[src/rtl/uart_pkt_pkg.sv]
package uart_pkt_pkg;
  typedef enum logic [1:0] {
    RX_IDLE,
    RX_START,
    RX_DATA,
    RX_STOP
  } rx_state_e;

  localparam logic [7:0] TERM_BYTE = 8'h0D;
endpackage

[src/rtl/uart_ms_tick.sv]
module uart_ms_tick #(
  parameter int TICK_CYC = 1000
) (
  input  logic clk,
  input  logic rst_n,
  output logic tick_o
);
  localparam int TW = (TICK_CYC > 1) ? $clog2(TICK_CYC) : 1;
  localparam logic [TW-1:0] LAST = TW'(TICK_CYC - 1);

  logic [TW-1:0] cnt_q;

  always_ff @(posedge clk or negedge rst_n) begin
    if (!rst_n) begin
      cnt_q  <= '0;
      tick_o <= 1'b0;
    end else if (cnt_q == LAST) begin
      cnt_q  <= '0;
      tick_o <= 1'b1;
    end else begin
      cnt_q  <= cnt_q + 1'b1;
      tick_o <= 1'b0;
    end
  end

  generate
    if (TICK_CYC > 1) begin : g_tick_chk
      // the millisecond tick is a single-cycle pulse
      a_r4_tick_pulse: assert property (@(posedge clk) disable iff (!rst_n)
        tick_o |=> !tick_o);
    end
  endgenerate
endmodule

[src/rtl/uart_rx_deser.sv]
module uart_rx_deser
  import uart_pkt_pkg::*;
#(
  parameter int DIV_W = 16
) (
  input  logic             clk,
  input  logic             rst_n,
  input  logic             rx_i,
  input  logic [DIV_W-1:0] div_i,
  input  logic             flush_i,
  output logic [7:0]       byte_o,
  output logic             byte_vld_o,
  output logic             frame_err_o
);
  logic [1:0]       sync_q;
  logic             rx_s;
  rx_state_e        state_q;
  logic [DIV_W-1:0] cnt_q;
  logic [2:0]       bit_q;
  logic             discard_q;
  logic [DIV_W-1:0] half_end;
  logic [DIV_W-1:0] bit_end;

  assign rx_s     = sync_q[1];
  assign half_end = ((div_i >> 1) == '0) ? '0 : (div_i >> 1) - 1'b1;
  assign bit_end  = (div_i == '0) ? '0 : div_i - 1'b1;

  always_ff @(posedge clk or negedge rst_n) begin
    if (!rst_n) sync_q <= 2'b11;
    else        sync_q <= {sync_q[0], rx_i};
  end

  // remembers a flush seen during the current frame
  always_ff @(posedge clk or negedge rst_n) begin
    if (!rst_n)                  discard_q <= 1'b0;
    else if (state_q == RX_IDLE) discard_q <= 1'b0;
    else if (flush_i)            discard_q <= 1'b1;
  end

  always_ff @(posedge clk or negedge rst_n) begin
    if (!rst_n) begin
      state_q     <= RX_IDLE;
      cnt_q       <= '0;
      bit_q       <= '0;
      byte_o      <= '0;
      byte_vld_o  <= 1'b0;
      frame_err_o <= 1'b0;
    end else begin
      byte_vld_o  <= 1'b0;
      frame_err_o <= 1'b0;
      unique case (state_q)
        RX_IDLE: begin
          cnt_q <= '0;
          if (!rx_s) state_q <= RX_START;
        end
        RX_START: begin
          if (cnt_q == half_end) begin
            cnt_q <= '0;
            bit_q <= '0;
            state_q <= rx_s ? RX_IDLE : RX_DATA;
          end else begin
            cnt_q <= cnt_q + 1'b1;
          end
        end
        RX_DATA: begin
          if (cnt_q == bit_end) begin
            cnt_q  <= '0;
            byte_o <= {rx_s, byte_o[7:1]};
            if (bit_q == 3'd7) state_q <= RX_STOP;
            bit_q <= bit_q + 1'b1;
          end else begin
            cnt_q <= cnt_q + 1'b1;
          end
        end
        RX_STOP: begin
          if (cnt_q == bit_end) begin
            cnt_q   <= '0;
            state_q <= RX_IDLE;
            if (rx_s) byte_vld_o  <= ~(discard_q | flush_i);
            else      frame_err_o <= 1'b1;
          end else begin
            cnt_q <= cnt_q + 1'b1;
          end
        end
        default: state_q <= RX_IDLE;
      endcase
    end
  end

  // a finished byte is presented for one cycle only
  a_r1_vld_pulse: assert property (@(posedge clk) disable iff (!rst_n)
    byte_vld_o |=> !byte_vld_o);
  // framing error is a single-cycle pulse
  a_r3_ferr_pulse: assert property (@(posedge clk) disable iff (!rst_n)
    frame_err_o |=> !frame_err_o);
  // a bad stop never also yields a byte
  a_r3_ferr_no_byte: assert property (@(posedge clk) disable iff (!rst_n)
    !(frame_err_o && byte_vld_o));
endmodule

[src/rtl/uart_pkt_store.sv]
module uart_pkt_store
  import uart_pkt_pkg::*;
#(
  parameter int DEPTH = 16,
  parameter int TMO_W = 16,
  localparam int AW = (DEPTH > 1) ? $clog2(DEPTH) : 1,
  localparam int LW = $clog2(DEPTH + 1)
) (
  input  logic             clk,
  input  logic             rst_n,
  input  logic [7:0]       byte_i,
  input  logic             byte_vld_i,
  input  logic             tick_i,
  input  logic [TMO_W-1:0] tmo_thr_i,
  input  logic             pkt_done_i,
  input  logic [AW-1:0]    rd_addr_i,
  output logic [7:0]       rd_data_o,
  output logic [LW-1:0]    len_o,
  output logic             complete_o,
  output logic             overflow_o
);
  localparam logic [LW-1:0] FULL_LEN = LW'(DEPTH);
  localparam logic [AW:0]   DEPTH_V  = (AW + 1)'(DEPTH);

  logic [7:0]       mem [DEPTH];
  logic [TMO_W-1:0] idle_q;
  logic             busy_q;
  logic             accept;
  logic             is_term;
  logic             full;
  logic             wr_en;
  logic [TMO_W:0]   idle_nx;

  assign accept  = byte_vld_i && !complete_o && !pkt_done_i;
  assign is_term = (byte_i == TERM_BYTE);
  assign full    = (len_o == FULL_LEN);
  assign wr_en   = accept && !is_term && !full;
  assign idle_nx = {1'b0, idle_q} + 1'b1;

  always_ff @(posedge clk) begin
    if (wr_en) mem[len_o[AW-1:0]] <= byte_i;
  end

  assign rd_data_o = ({1'b0, rd_addr_i} < DEPTH_V) ? mem[rd_addr_i] : 8'h00;

  always_ff @(posedge clk or negedge rst_n) begin
    if (!rst_n) begin
      len_o      <= '0;
      complete_o <= 1'b0;
      overflow_o <= 1'b0;
      busy_q     <= 1'b0;
      idle_q     <= '0;
    end else if (pkt_done_i) begin
      len_o      <= '0;
      complete_o <= 1'b0;
      overflow_o <= 1'b0;
      busy_q     <= 1'b0;
      idle_q     <= '0;
    end else if (accept) begin
      busy_q <= 1'b1;
      idle_q <= '0;
      if (is_term)   complete_o <= 1'b1;
      else if (full) overflow_o <= 1'b1;
      else           len_o <= len_o + 1'b1;
    end else if (tick_i && busy_q && !complete_o) begin
      if (idle_nx > {1'b0, tmo_thr_i}) complete_o <= 1'b1;
      else                             idle_q <= idle_nx[TMO_W-1:0];
    end
  end

  // length never passes the store depth
  a_r1_len_bound: assert property (@(posedge clk) disable iff (!rst_n)
    len_o <= FULL_LEN);
  // a closed packet is frozen until the consumer is done
  a_r7_frozen: assert property (@(posedge clk) disable iff (!rst_n)
    (complete_o && !pkt_done_i) |=> ($stable(len_o) && complete_o));
  // done empties the packet
  a_r8_done_clears: assert property (@(posedge clk) disable iff (!rst_n)
    pkt_done_i |=> (len_o == '0 && !complete_o && !overflow_o));
  // overflow holds until done
  a_r9_ovf_sticky: assert property (@(posedge clk) disable iff (!rst_n)
    (overflow_o && !pkt_done_i) |=> overflow_o);
  // without an open packet the timeout cannot close one
  a_r5_idle_quiet: assert property (@(posedge clk) disable iff (!rst_n)
    (!busy_q && !byte_vld_i && !complete_o) |=> !complete_o);
endmodule

[src/rtl/uart_pkt_rx.sv]
module uart_pkt_rx #(
  parameter int CLK_HZ = 50_000_000,
  parameter int DEPTH  = 16,
  parameter int DIV_W  = 16,
  parameter int TMO_W  = 16,
  localparam int AW = (DEPTH > 1) ? $clog2(DEPTH) : 1,
  localparam int LW = $clog2(DEPTH + 1)
) (
  input  logic             clk,
  input  logic             rst_n,
  input  logic             rx_i,
  input  logic [DIV_W-1:0] baud_div_i,
  input  logic [TMO_W-1:0] timeout_ms_i,
  input  logic             flush_i,
  input  logic             pkt_done_i,
  input  logic [AW-1:0]    rd_addr_i,
  output logic [7:0]       rd_data_o,
  output logic [LW-1:0]    pkt_len_o,
  output logic             pkt_complete_o,
  output logic             frame_err_o,
  output logic             overflow_o
);
  localparam int TICK_CYC = (CLK_HZ / 1000 > 0) ? CLK_HZ / 1000 : 1;

  logic       tick;
  logic [7:0] rx_byte;
  logic       rx_vld;

  uart_ms_tick #(.TICK_CYC(TICK_CYC)) u_tick (
    .clk    (clk),
    .rst_n  (rst_n),
    .tick_o (tick)
  );

  uart_rx_deser #(.DIV_W(DIV_W)) u_deser (
    .clk         (clk),
    .rst_n       (rst_n),
    .rx_i        (rx_i),
    .div_i       (baud_div_i),
    .flush_i     (flush_i),
    .byte_o      (rx_byte),
    .byte_vld_o  (rx_vld),
    .frame_err_o (frame_err_o)
  );

  uart_pkt_store #(.DEPTH(DEPTH), .TMO_W(TMO_W)) u_store (
    .clk        (clk),
    .rst_n      (rst_n),
    .byte_i     (rx_byte),
    .byte_vld_i (rx_vld),
    .tick_i     (tick),
    .tmo_thr_i  (timeout_ms_i),
    .pkt_done_i (pkt_done_i),
    .rd_addr_i  (rd_addr_i),
    .rd_data_o  (rd_data_o),
    .len_o      (pkt_len_o),
    .complete_o (pkt_complete_o),
    .overflow_o (overflow_o)
  );
endmodule

[config.mk]
export PLATFORM = sky130hd
export DESIGN_NAME = uart_pkt_rx
export DESIGN_NICKNAME = d
export VERILOG_FILES = /design/src/rtl/uart_pkt_pkg.sv /design/src/rtl/uart_ms_tick.sv /design/src/rtl/uart_rx_deser.sv /design/src/rtl/uart_pkt_store.sv /design/src/rtl/uart_pkt_rx.sv
export SDC_FILE = /design/constraint.sdc
export NUM_CORES = 1
export LEC_CHECK = 0
export BUFFER_PORTS_ARGS = -buffer_cell sky130_fd_sc_hd__buf_2
export CORE_MARGIN = 1
export CORE_UTILIZATION = 60
export CTS_BUF_LIST = sky130_fd_sc_hd__clkbuf_8
export CTS_CLUSTER_SIZE = 20
export DETAILED_ROUTE_END_ITERATION = 7
export HOLD_SLACK_MARGIN = 0.08
export PLACE_DENSITY = 0.82
export SYNTH_ARGS = -nofsm -noshare
export SYNTH_HDL_FRONTEND = slang
export SYNTH_HIERARCHICAL = 1
export SYNTH_SLANG_ARGS = --single-unit
[constraint.sdc]
create_clock -name clk -period 4.5 [get_ports clk]
set_input_delay 0.45 -clock clk [delete_from_list [all_inputs] [get_ports clk]]
set_output_delay 0.45 -clock clk [all_outputs]
set_load 0.03 [all_outputs]
# After elaboration in Yosys (flattened, before gate mapping)
# Memories as Yosys holds them, arrays and structs flattened.
# Cells that the tools add are included.
[word_totals]
reg_bits = 75
mem_bits_rw = 128
out_inout_bits = 16
elab_cells = 117
mem_count = 1
[memory_table]
columns = ["memory", "words", "width", "rd", "rd_ports_with_merged_regs", "wr", "line", "rtl"]
rows = [
  ["u_store.mem", 16, 8, 1, 0, 1, "uart_pkt_store.sv:25", "logic [7:0] mem [DEPTH];"],
]
[classes]
n_addsub = 7
n_lt_le_gt_ge = 1
n_eq_ne = 18
n_mux = 46
bitwise = 2
n_reduce_logical = 27
[ops]
columns = ["operator", "n"]
rows = [
  ["2-to-1 mux 16 bit", 9],
  ["case mux 16 bit (3 select lines)", 1],
  ["adder 16 x 1 -> 16 bit (second input constant)", 2],
  ["equality test 16 bit", 2],
  ["zero test 16 bit", 2],
  ["2-to-1 mux 1 bit", 22],
  ["2-to-1 mux 5 bit", 4],
  ["adder 16 x 1 -> 17 bit (second input constant)", 1],
  ["> comparator 17 x 16 -> 1 bit", 1],
  ["equality test 16 bit (second input constant)", 1],
  ["subtractor 15 x 1 -> 16 bit (second input constant)", 1],
  ["subtractor 16 x 1 -> 16 bit (second input constant)", 1],
  ["2-to-1 mux 2 bit", 6],
  ["AND reduction 3 bit", 4],
  ["equality test 8 x 4 -> 1 bit (second input constant)", 1],
  ["!= test 2 x 1 -> 1 bit (second input constant)", 4],
  ["case mux 2 bit (4 select lines)", 1],
  ["nonzero test 2 bit", 4],
  ["logical AND 1 bit", 6],
  ["2-to-1 mux 3 bit", 2],
  ["!= test 2 bit (second input constant)", 3],
  ["case mux 3 bit (2 select lines)", 1],
  ["nonzero test 3 bit", 2],
  ["adder 5 x 1 -> 5 bit (second input constant)", 1],
  ["14 further kinds", 19],
]

# Longest topological paths before layout
# Gate-level depths: netlist (run 1).
[logic_depth]
word_depth = 7
ltp_mapped = 13

# Cells and area by module
# Netlist (run 1), hierarchy kept.
[by_module_without_submodules]
columns = ["module", "n_inst", "cells_per_inst", "area_each_um2"]
rows = [
  ["uart_pkt_store", 1, 439, 7180.6],
  ["uart_rx_deser", 1, 449, 3577.2],
  ["uart_ms_tick", 1, 68, 787.0],
]

# Worst setup path before layout (run 1)
# Ideal clock, no wire load.
[synth_path]
path_type = "input to register"
from = "input baud_div_i[2]"
to = "register u_deser.byte_o[0]"
setup_time_ns = 0.125
t_arrival_ns = 3.239
slack_ns = 1.136
cell_stages = 13
path_buffers = 3
cell_sequence = "clkbuf_1 -> inv_1 -> ha_1 -> or4b_1 -> buf_4 -> o41ai_4 -> a21oi_2 -> o41ai_2 -> a21oi_1 -> nor4_2 -> buf_4 -> nand2_8 -> mux2_4"
[synth_via]
elab_chain_cells = 4
elab_cells_between_ends = 5
classes_between = "add/sub: 1; eq/ne: 1; mux: 1; reduce/logical: 2"
[synth_rtl]
columns = ["item", "line", "rtl"]
rows = [
  ["start, declared", "uart_pkt_rx.sv:12", "input logic [DIV_W-1:0] baud_div_i,"],
  ["subtractor 16 x 1 -> 16 bit or zero test 16 bit (tied branches)", "uart_rx_deser.sv:26", "assign bit_end = (div_i == '0) ? '0 : div_i - 1'b1;"],
  ["2-to-1 mux 16 bit *", "uart_rx_deser.sv:26", ""],
  ["equality test 16 bit *", "uart_rx_deser.sv:66", "if (cnt_q == bit_end) begin"],
  ["AND reduction 2 bit (no line) *", "--", ""],
  ["end signal, assigned", "uart_rx_deser.sv:68", "byte_o <= {rx_s, byte_o[7:1]};"],
  ["end, declared", "uart_rx_deser.sv:11", "output logic [7:0] byte_o,"],
]
# Every way passes the cells marked *; elsewhere a longest branch is shown, timed or not.
# A chain may end at the register's enable or synchronous reset.

# Final worst setup path (run 1)
[layout_path]
from = "register u_store.idle_q[0]"
to = "register u_store.idle_q[2]"
[layout_via]
elab_chain_cells = 5
elab_cells_between_ends = 8
classes_between = "add/sub: 1; order compare: 1; eq/ne: 1; mux: 4; reduce/logical: 1"
[layout_rtl]
columns = ["item", "line", "rtl"]
rows = [
  ["start, declared", "uart_pkt_store.sv:26", "logic [TMO_W-1:0] idle_q;"],
  ["start signal, assigned", "uart_pkt_store.sv:67", "else idle_q <= idle_nx[TMO_W-1:0];"],
  ["adder 16 x 1 -> 17 bit *", "uart_pkt_store.sv:38", "assign idle_nx = {1'b0, idle_q} + 1'b1;"],
  ["parallel branches: the longest is 4 deep, another holds > comparator 17 x 16 -> 1 bit", "--", ""],
]
# Mark *: on every way between the ends. The select of a mux whose other input is x is not followed.

==> metrics, run 1 <==
Max-cap violations=0; Synth warnings=6; number of CTS-inserted buffers=30; Clk pwr share=0.359; # port buffers=56; Seq pwr share=0.534; pin count of the biggest net entering global routing=76; switch share=0.2530; Max-slew headroom=0.1895; sinks on the clock net=203; antenna violations before repair=0; Fmax achieved=273.7 MHz; Critical Path AT=4.14 ns; core area=0.01877 sq mm; Setup crit end kind=register; r2r endpoint=u_store/idle_q[2]$_DFFE_PN0P_; reg2reg setup slack=0.85 ns; global-route wire length before repair=43170 microns; post-synthesis area per instance=12.08 sq um; CP Class=register to register; HP Class=input pin to register; reg-to-reg startpoint=u_store/idle_q[0]$_DFFE_PN0P_; CP max FO=16; Tmin final=3.654 ns; Syn Std Cell Area=0.01154 sq mm; leakage=4.715 nW; final wirelength=27160 microns; flip-flop and latch count after synthesis=203; worst slew pin tran=1.211 ns; fin util=0.6665; die area=0.01980 sq mm; Pint=0.002912 W; H-tree Lvls=1; Post-CTS Setup Bufs=0; Synth async-reset ratio=0.3695; Setup Skew=0.03490 ns; overall global routing resource usage=0.2822; Cells after Synth=956; starting density of the core=0.6151; worst-skew pair later-pin latency=0.57 ns; Post-synth top flop=edfxtp_1; share of layout cells above drive strength 1=0.1939; vias in the first global route=7988; R2R depth=10; Hold Vio Cnt, Final=0; sequential fraction of the synthesis area=0.4957; I/O Pins=57; Post-synth EDFFs=128; clock buffer depth=3; RSZ-0062 raised after global routing=false; maximum vdd drop=0.0002023 V; top area cells in the synthesized netlist=edfxtp_1 33%, dfrtp_1 16%, mux4_2 7.8%; DRT antenna net count=0; CTS clock-pin slew for the worst setup and hold paths=0.06 ns; Yosys top cell area share=0.3329; area leader, netlist=edfxtp_1; final worst-path cycle share=0.8120; vias per cell=6.550; Root Driver=clkbuf_8; Pins Over Slew Limit=0; Initial DRC Count=643; ANT cells=0; DP Wirelength=18750 microns; critical path endpoint=u_store/idle_q[2]$_DFFE_PN0P_; DRC=0; status=completed; Die Ht=140.7 microns; Site Rows=50; library cells used by synthesis=95; Gate power share=0.107; length of the first detailed-routing pass in iterations=5; PD cells=311.6 mW/mm^2; DR vias=8220; CTS tree=done; sw power=0.0009860 W; final net count=1067; setup TNS=0 ns; Die W=140.7 microns; final setup fails=0; Area Overhead vs Synth=8.345%; Crit. Startpoint=u_store/idle_q[0]$_DFFE_PN0P_; Worst Path Required=4.99 ns; Post-Syn Nets=1025; grt ovf=0; gpl congestion=0.9734; WL/cell=21.64 microns; critical path startpoint category=register
power groups by stage:
stage / registers [W] / logic [W] / clock network (W)
after floorplan: 0.00205 / 0.000351 / 0
after global placement: 0.00211 / 0.000404 / 0
after detailed placement: 0.00211 / 0.000410 / 0
after CTS: 0.00208 / 0.000415 / 0.00143
after global routing: 0.00208 / 0.000459 / 0.00150
final: 0.00208 / 0.000419 / 0.00140
how the worst min path moves through the flow:
stage                                           start                       endpoint  slack (ns)  depth (start not counted)
after detailed placement  u_deser/sync_q[0]$_DFF_PN1_    u_deser/sync_q[1]$_DFF_PN1_        0.35                          0
after CTS                                     flush_i  u_deser/discard_q$_DFFE_PN0P_        0.19                          3
final                                         flush_i  u_deser/discard_q$_DFFE_PN0P_        0.21                          3
after global placement    u_deser/sync_q[0]$_DFF_PN1_    u_deser/sync_q[1]$_DFF_PN1_        0.35                          0
after global routing                          flush_i   u_deser/byte_vld_o$_DFF_PN0_        0.22                          4
after floorplan                                 rst_n     asynchronous set/reset pin        0.15                          0
layer usage:
layer	GRT usage	vias to the layer above	routed length [microns]
met2	0.4763	375	13270
met1	0.3784	4061	11180
met3	0.03940	67	1885
met4	0.09325	0	825
met5	0	-	0
li1	-	3717	-
synthesized netlist by cell type (11+ instances only):
cell type	n
inv_1	42
xnor2_1	43
o21ai_0	11
nor2b_1	14
edfxtp_1	128
a21oi_1	21
mux2i_1	20
nand2_1	63
nand4_1	19
dfrtp_1	73
nand3_1	31
ha_1	28
nor4_1	15
nor2_1	80
nor3_1	21
mux4_2	40
clkbuf_1	34
or3_1	24
xor2_1	24
placed cells by master (no fill, tap or decap), types with 5 or more instances in the layout:
master / count
nor4_1: 15
and2_1: 7
o21ai_0: 11
nor4b_1: 5
nand3_1: 31
edfxtp_1: 128
or2_2: 8
nor3_1: 21
xnor2_1: 43
a21oi_1: 21
mux2_4: 8
ha_1: 28
mux2i_1: 20
clkbuf_8: 33
nand4_1: 19
a41oi_1: 5
xor2_1: 24
nand2b_1: 10
mux4_2: 40
and4_1: 7
a2111oi_1: 5
a31oi_1: 7
nand2_1: 63
buf_2: 55
and3_1: 9
inv_1: 57
buf_4: 13
dfrtp_1: 73
or3_1: 24
a2111oi_4: 8
nor2_1: 80
a21boi_0: 5
nor2b_1: 14
cell type report:
type | count | area [sq um]
clock buffers | 33 | 454.2
well taps | 234 | 292.8
clock inverters | 22 | 123.9
inverters | 42 | 157.7
repair buffers | 70 | 392.9
fillers | 1335 | 6260
flip-flops and latches | 203 | 5723
multi-input cells | 651 | 5364
cells by family after synthesis:
logic type               synth area share
multiplexers                       0.1077
AND/OR/NAND/NOR                    0.1697
XOR/XNOR                          0.05083
AO/OA/AOI/OAI                      0.1060
buffers and inverters             0.03967
flip-flops                         0.4957
adder cells (fa/ha/maj)           0.03035
stage by stage:
stage                     total power [W]  cell area [sq um]  setup WS (ns)  cells  hold slack [ns]
final                            0.003898              12510         0.8461   1255           0.2129
after global routing             0.004046              12510         0.5777   1255           0.2194
after CTS                        0.003920              12510         0.8118   1255           0.1923
after detailed placement         0.002524              11910         0.6247   1198           0.3535
after global placement           0.002518              11910         0.8296   1198           0.3539
after floorplan                  0.002398              11540          1.136    956           0.1544
registers in the layout (all words and copies together), names as in the netlist, named ones only:
| signal | count |
|---|---|
| u_store/mem | 128 |
| u_store/len_o | 5 |
| u_store/complete_o | 1 |
| u_deser/byte_vld_o | 1 |
| u_tick/cnt_q | 16 |
| u_deser/discard_q | 1 |
| u_deser/frame_err_o | 1 |
| u_deser/byte_o | 8 |
| u_store/overflow_o | 1 |
| u_store/busy_q | 1 |
| u_deser/sync_q | 2 |
| u_tick/tick_o | 1 |
| u_store/idle_q | 16 |
| u_deser/state_q | 1 |
| u_deser/cnt_q | 16 |
| u_deser/bit_q | 3 |
what timing repair did:
item,4_1_cts,5_1_grt
endpoints found under the hold margin,14,0
hold buffers,2,0
gates resized for setup,0,0
worst max-delay path, stage by stage, from the launching register on:
cell	delay, ns
dfrtp_1	0.42
ha_1	0.23
nand3_1	0.25
or2_2	0.40
xnor2_1	0.14
ha_1	0.31
a211oi_1	0.21
nor2_1	0.08
a2111o_1	0.70
a2111oi_1	0.60
mux2i_1	0.23
(Power assumes the default switching activity.)
==> run 2, diff against run 1 <==
==> constraint.sdc (replaced) <==
create_clock -name clk -period 3.6 [get_ports clk]
set_input_delay 0.36 -clock clk [delete_from_list [all_inputs] [get_ports clk]]
set_output_delay 0.36 -clock clk [all_outputs]
set_load 0.03 [all_outputs]
==> run 2 against run 1 <==
Largest power group unchanged. Clock power grew 54%. Global-route usage is 0.30 points lower. Sequential share of layout area down 1.1 points. Maximum frequency up 8.2%. Routed wire length decreased by 0.85%. Register-to-register slack got worse by 0.62 ns. Final cell count grew 2.2%.
==> metrics, run 2 (synthesis results as in run 1) <==
Gate power share=0.100; Site Rows=50; most common cell after layout, fill and taps aside=edfxtp_1; critical path startpoint category=register; length of the first detailed-routing pass in iterations=5; I/O Pins=57; Setup crit end kind=register; leakage=4.856 nW; final setup fails=0; die area=0.01980 sq mm; vias in the first global route=7924; overall global routing resource usage=0.2792; antenna violations before repair=0; starting density of the core=0.6151; HP Class=input pin to register; gpl congestion=0.9614; vias per cell=6.443; Pins Over Slew Limit=0; reg2reg setup slack=0.22 ns; final worst slack=0.2239 ns; final instance count without filler cells=1282; switch share=0.2548; DR vias=8260; WL/cell=21.00 microns; DP Wirelength=18510 microns; Inst Count DP=1218; Die Ht=140.7 microns; # port buffers=56; final worst-path cycle share=0.9378; ANT cells=0; grt ovf=0; Die W=140.7 microns; sinks on the clock net=203; hold depth=4; commonest non-fill, non-tap cells in the layout=128 x edfxtp_1, 79 x nor2_1, 73 x dfrtp_1; PD cells=412.1 mW/mm^2; Area Overhead vs Synth=11.11%; final wirelength=26930 microns; Critical Path AT=3.82 ns; DRC=0; worst slew pin tran=1.179 ns; CTS clock-pin slew for the worst setup and hold paths=0.07 ns; H-tree Lvls=2; Max-cap violations=0; RSZ-0062 raised after global routing=false; CTS tree=done; setup TNS=0 ns; worst hold path startpoint=flush_i; Post-CTS Setup Bufs=0; core area=0.01877 sq mm; Initial DRC Count=709; CP max FO=9; sw power=0.001347 W; CP Class=register to register; Clk pwr share=0.407; Worst Hold End=u_deser/byte_vld_o$_DFF_PN0_; Worst Path Required=4.05 ns; clock buffer depth=3; Fmax achieved=296.2 MHz; Setup Skew=0.03247 ns; Tmin final=3.376 ns; Hold Vio Cnt, Final=0; share of layout cells above drive strength 1=0.2223; r2r endpoint=u_store/idle_q[13]$_DFFE_PN0P_; reg-to-reg startpoint=u_store/idle_q[0]$_DFFE_PN0P_; Root Driver=clkbuf_8; pre-CTS setup slack=0.07348 ns; worst-skew pair later-pin latency=0.53 ns; DRT antenna net count=0; Max-slew headroom=0.2111; R2R depth=11; global-route wire length before repair=42480 microns; status=completed; pin count of the biggest net entering global routing=76; final net count=1091; Seq pwr share=0.493; number of flip-flops under the largest register name=128; Pint=0.003940 W; maximum vdd drop=0.0002474 V; number of CTS-inserted buffers=34
==> run 2: how the worst max path moves through the flow <==
stage / startpoint / end / slack [ns] / cells past startpoint
after floorplan: baud_div_i[2] / u_deser/byte_o[0]$_DFFE_PN0P_ / 0.33 / 13
after global placement: baud_div_i[1] / u_deser/cnt_q[14]$_DFF_PN0_ / 0.16 / 11
after detailed placement: baud_div_i[1] / u_deser/cnt_q[13]$_DFF_PN0_ / 0.07 / 11
after CTS: u_store/idle_q[0]$_DFFE_PN0P_ / u_store/idle_q[12]$_DFFE_PN0P_ / 0.13 / 11
after global routing: u_store/idle_q[0]$_DFFE_PN0P_ / u_store/idle_q[6]$_DFFE_PN0P_ / 0.008 / 11
final: u_store/idle_q[0]$_DFFE_PN0P_ / u_store/idle_q[13]$_DFFE_PN0P_ / 0.22 / 11
==> run 2: worst max-delay path, cell delays in order, from the launching register on <==
cell	delay (ns)
dfrtp_1	0.43
ha_1	0.26
nand3_2	0.18
or2_2	0.35
xnor2_1	0.14
ha_1	0.30
a211oi_1	0.23
nor2_1	0.08
a2111o_1	0.46
buf_4	0.28
a2111oi_4	0.33
mux2i_1	0.24
==> run 2: per-stage QoR <==
step / instance area (sq um) / util / power, W / hold WS [ns]
finish: 12830 / 0.6835 / 0.005287 / 0.1358
floorplan: 11540 / - / 0.002997 / 0.06441
global route: 12830 / 0.6835 / 0.005476 / 0.1171
global placement: 12070 / 0.6433 / 0.003146 / 0.3528
CTS: 12820 / 0.6831 / 0.005315 / 0.09783
detailed placement: 12070 / 0.6433 / 0.003164 / 0.3529
==> run 2: cell type report <==
| class | count | area (sq um) |
|---|---|---|
| inverters | 42 | 157.7 |
| flip-flops and latches | 203 | 5723 |
| multi-input cells | 651 | 5371 |
| clock buffers | 38 | 523.0 |
| fillers | 1315 | 5941 |
| clock inverters | 24 | 203.9 |
| repair buffers | 90 | 555.5 |
| well taps | 234 | 292.8 |
==> run 2: power by group through the flow <==
stage / sequential, W / clock [W] / combinational (W)
after floorplan: 0.00256 / 0 / 0.000439
after global placement: 0.00264 / 0 / 0.000504
after detailed placement: 0.00264 / 0 / 0.000520
after CTS: 0.00260 / 0.00219 / 0.000523
after global routing: 0.00261 / 0.00229 / 0.000574
final: 0.00261 / 0.00215 / 0.000527
==> run 2: what timing repair did <==
action,CTS,global route
endpoints found under the setup margin,0,12
resized for setup,0,2
hold buffers,2,0
endpoints found under the hold margin,74,0
==> run 2: layer usage <==
layer  routed length, microns  vias to the layer above  global-route usage  share of wire
met5                        0                        -                   0              0
met4                      639                        0             0.08924          0.024
met3                     1991                       54             0.05027          0.074
met2                    13200                      374              0.4661           0.49
met1                    11100                     4065              0.3723           0.41
li1                         -                     3767                   -              -
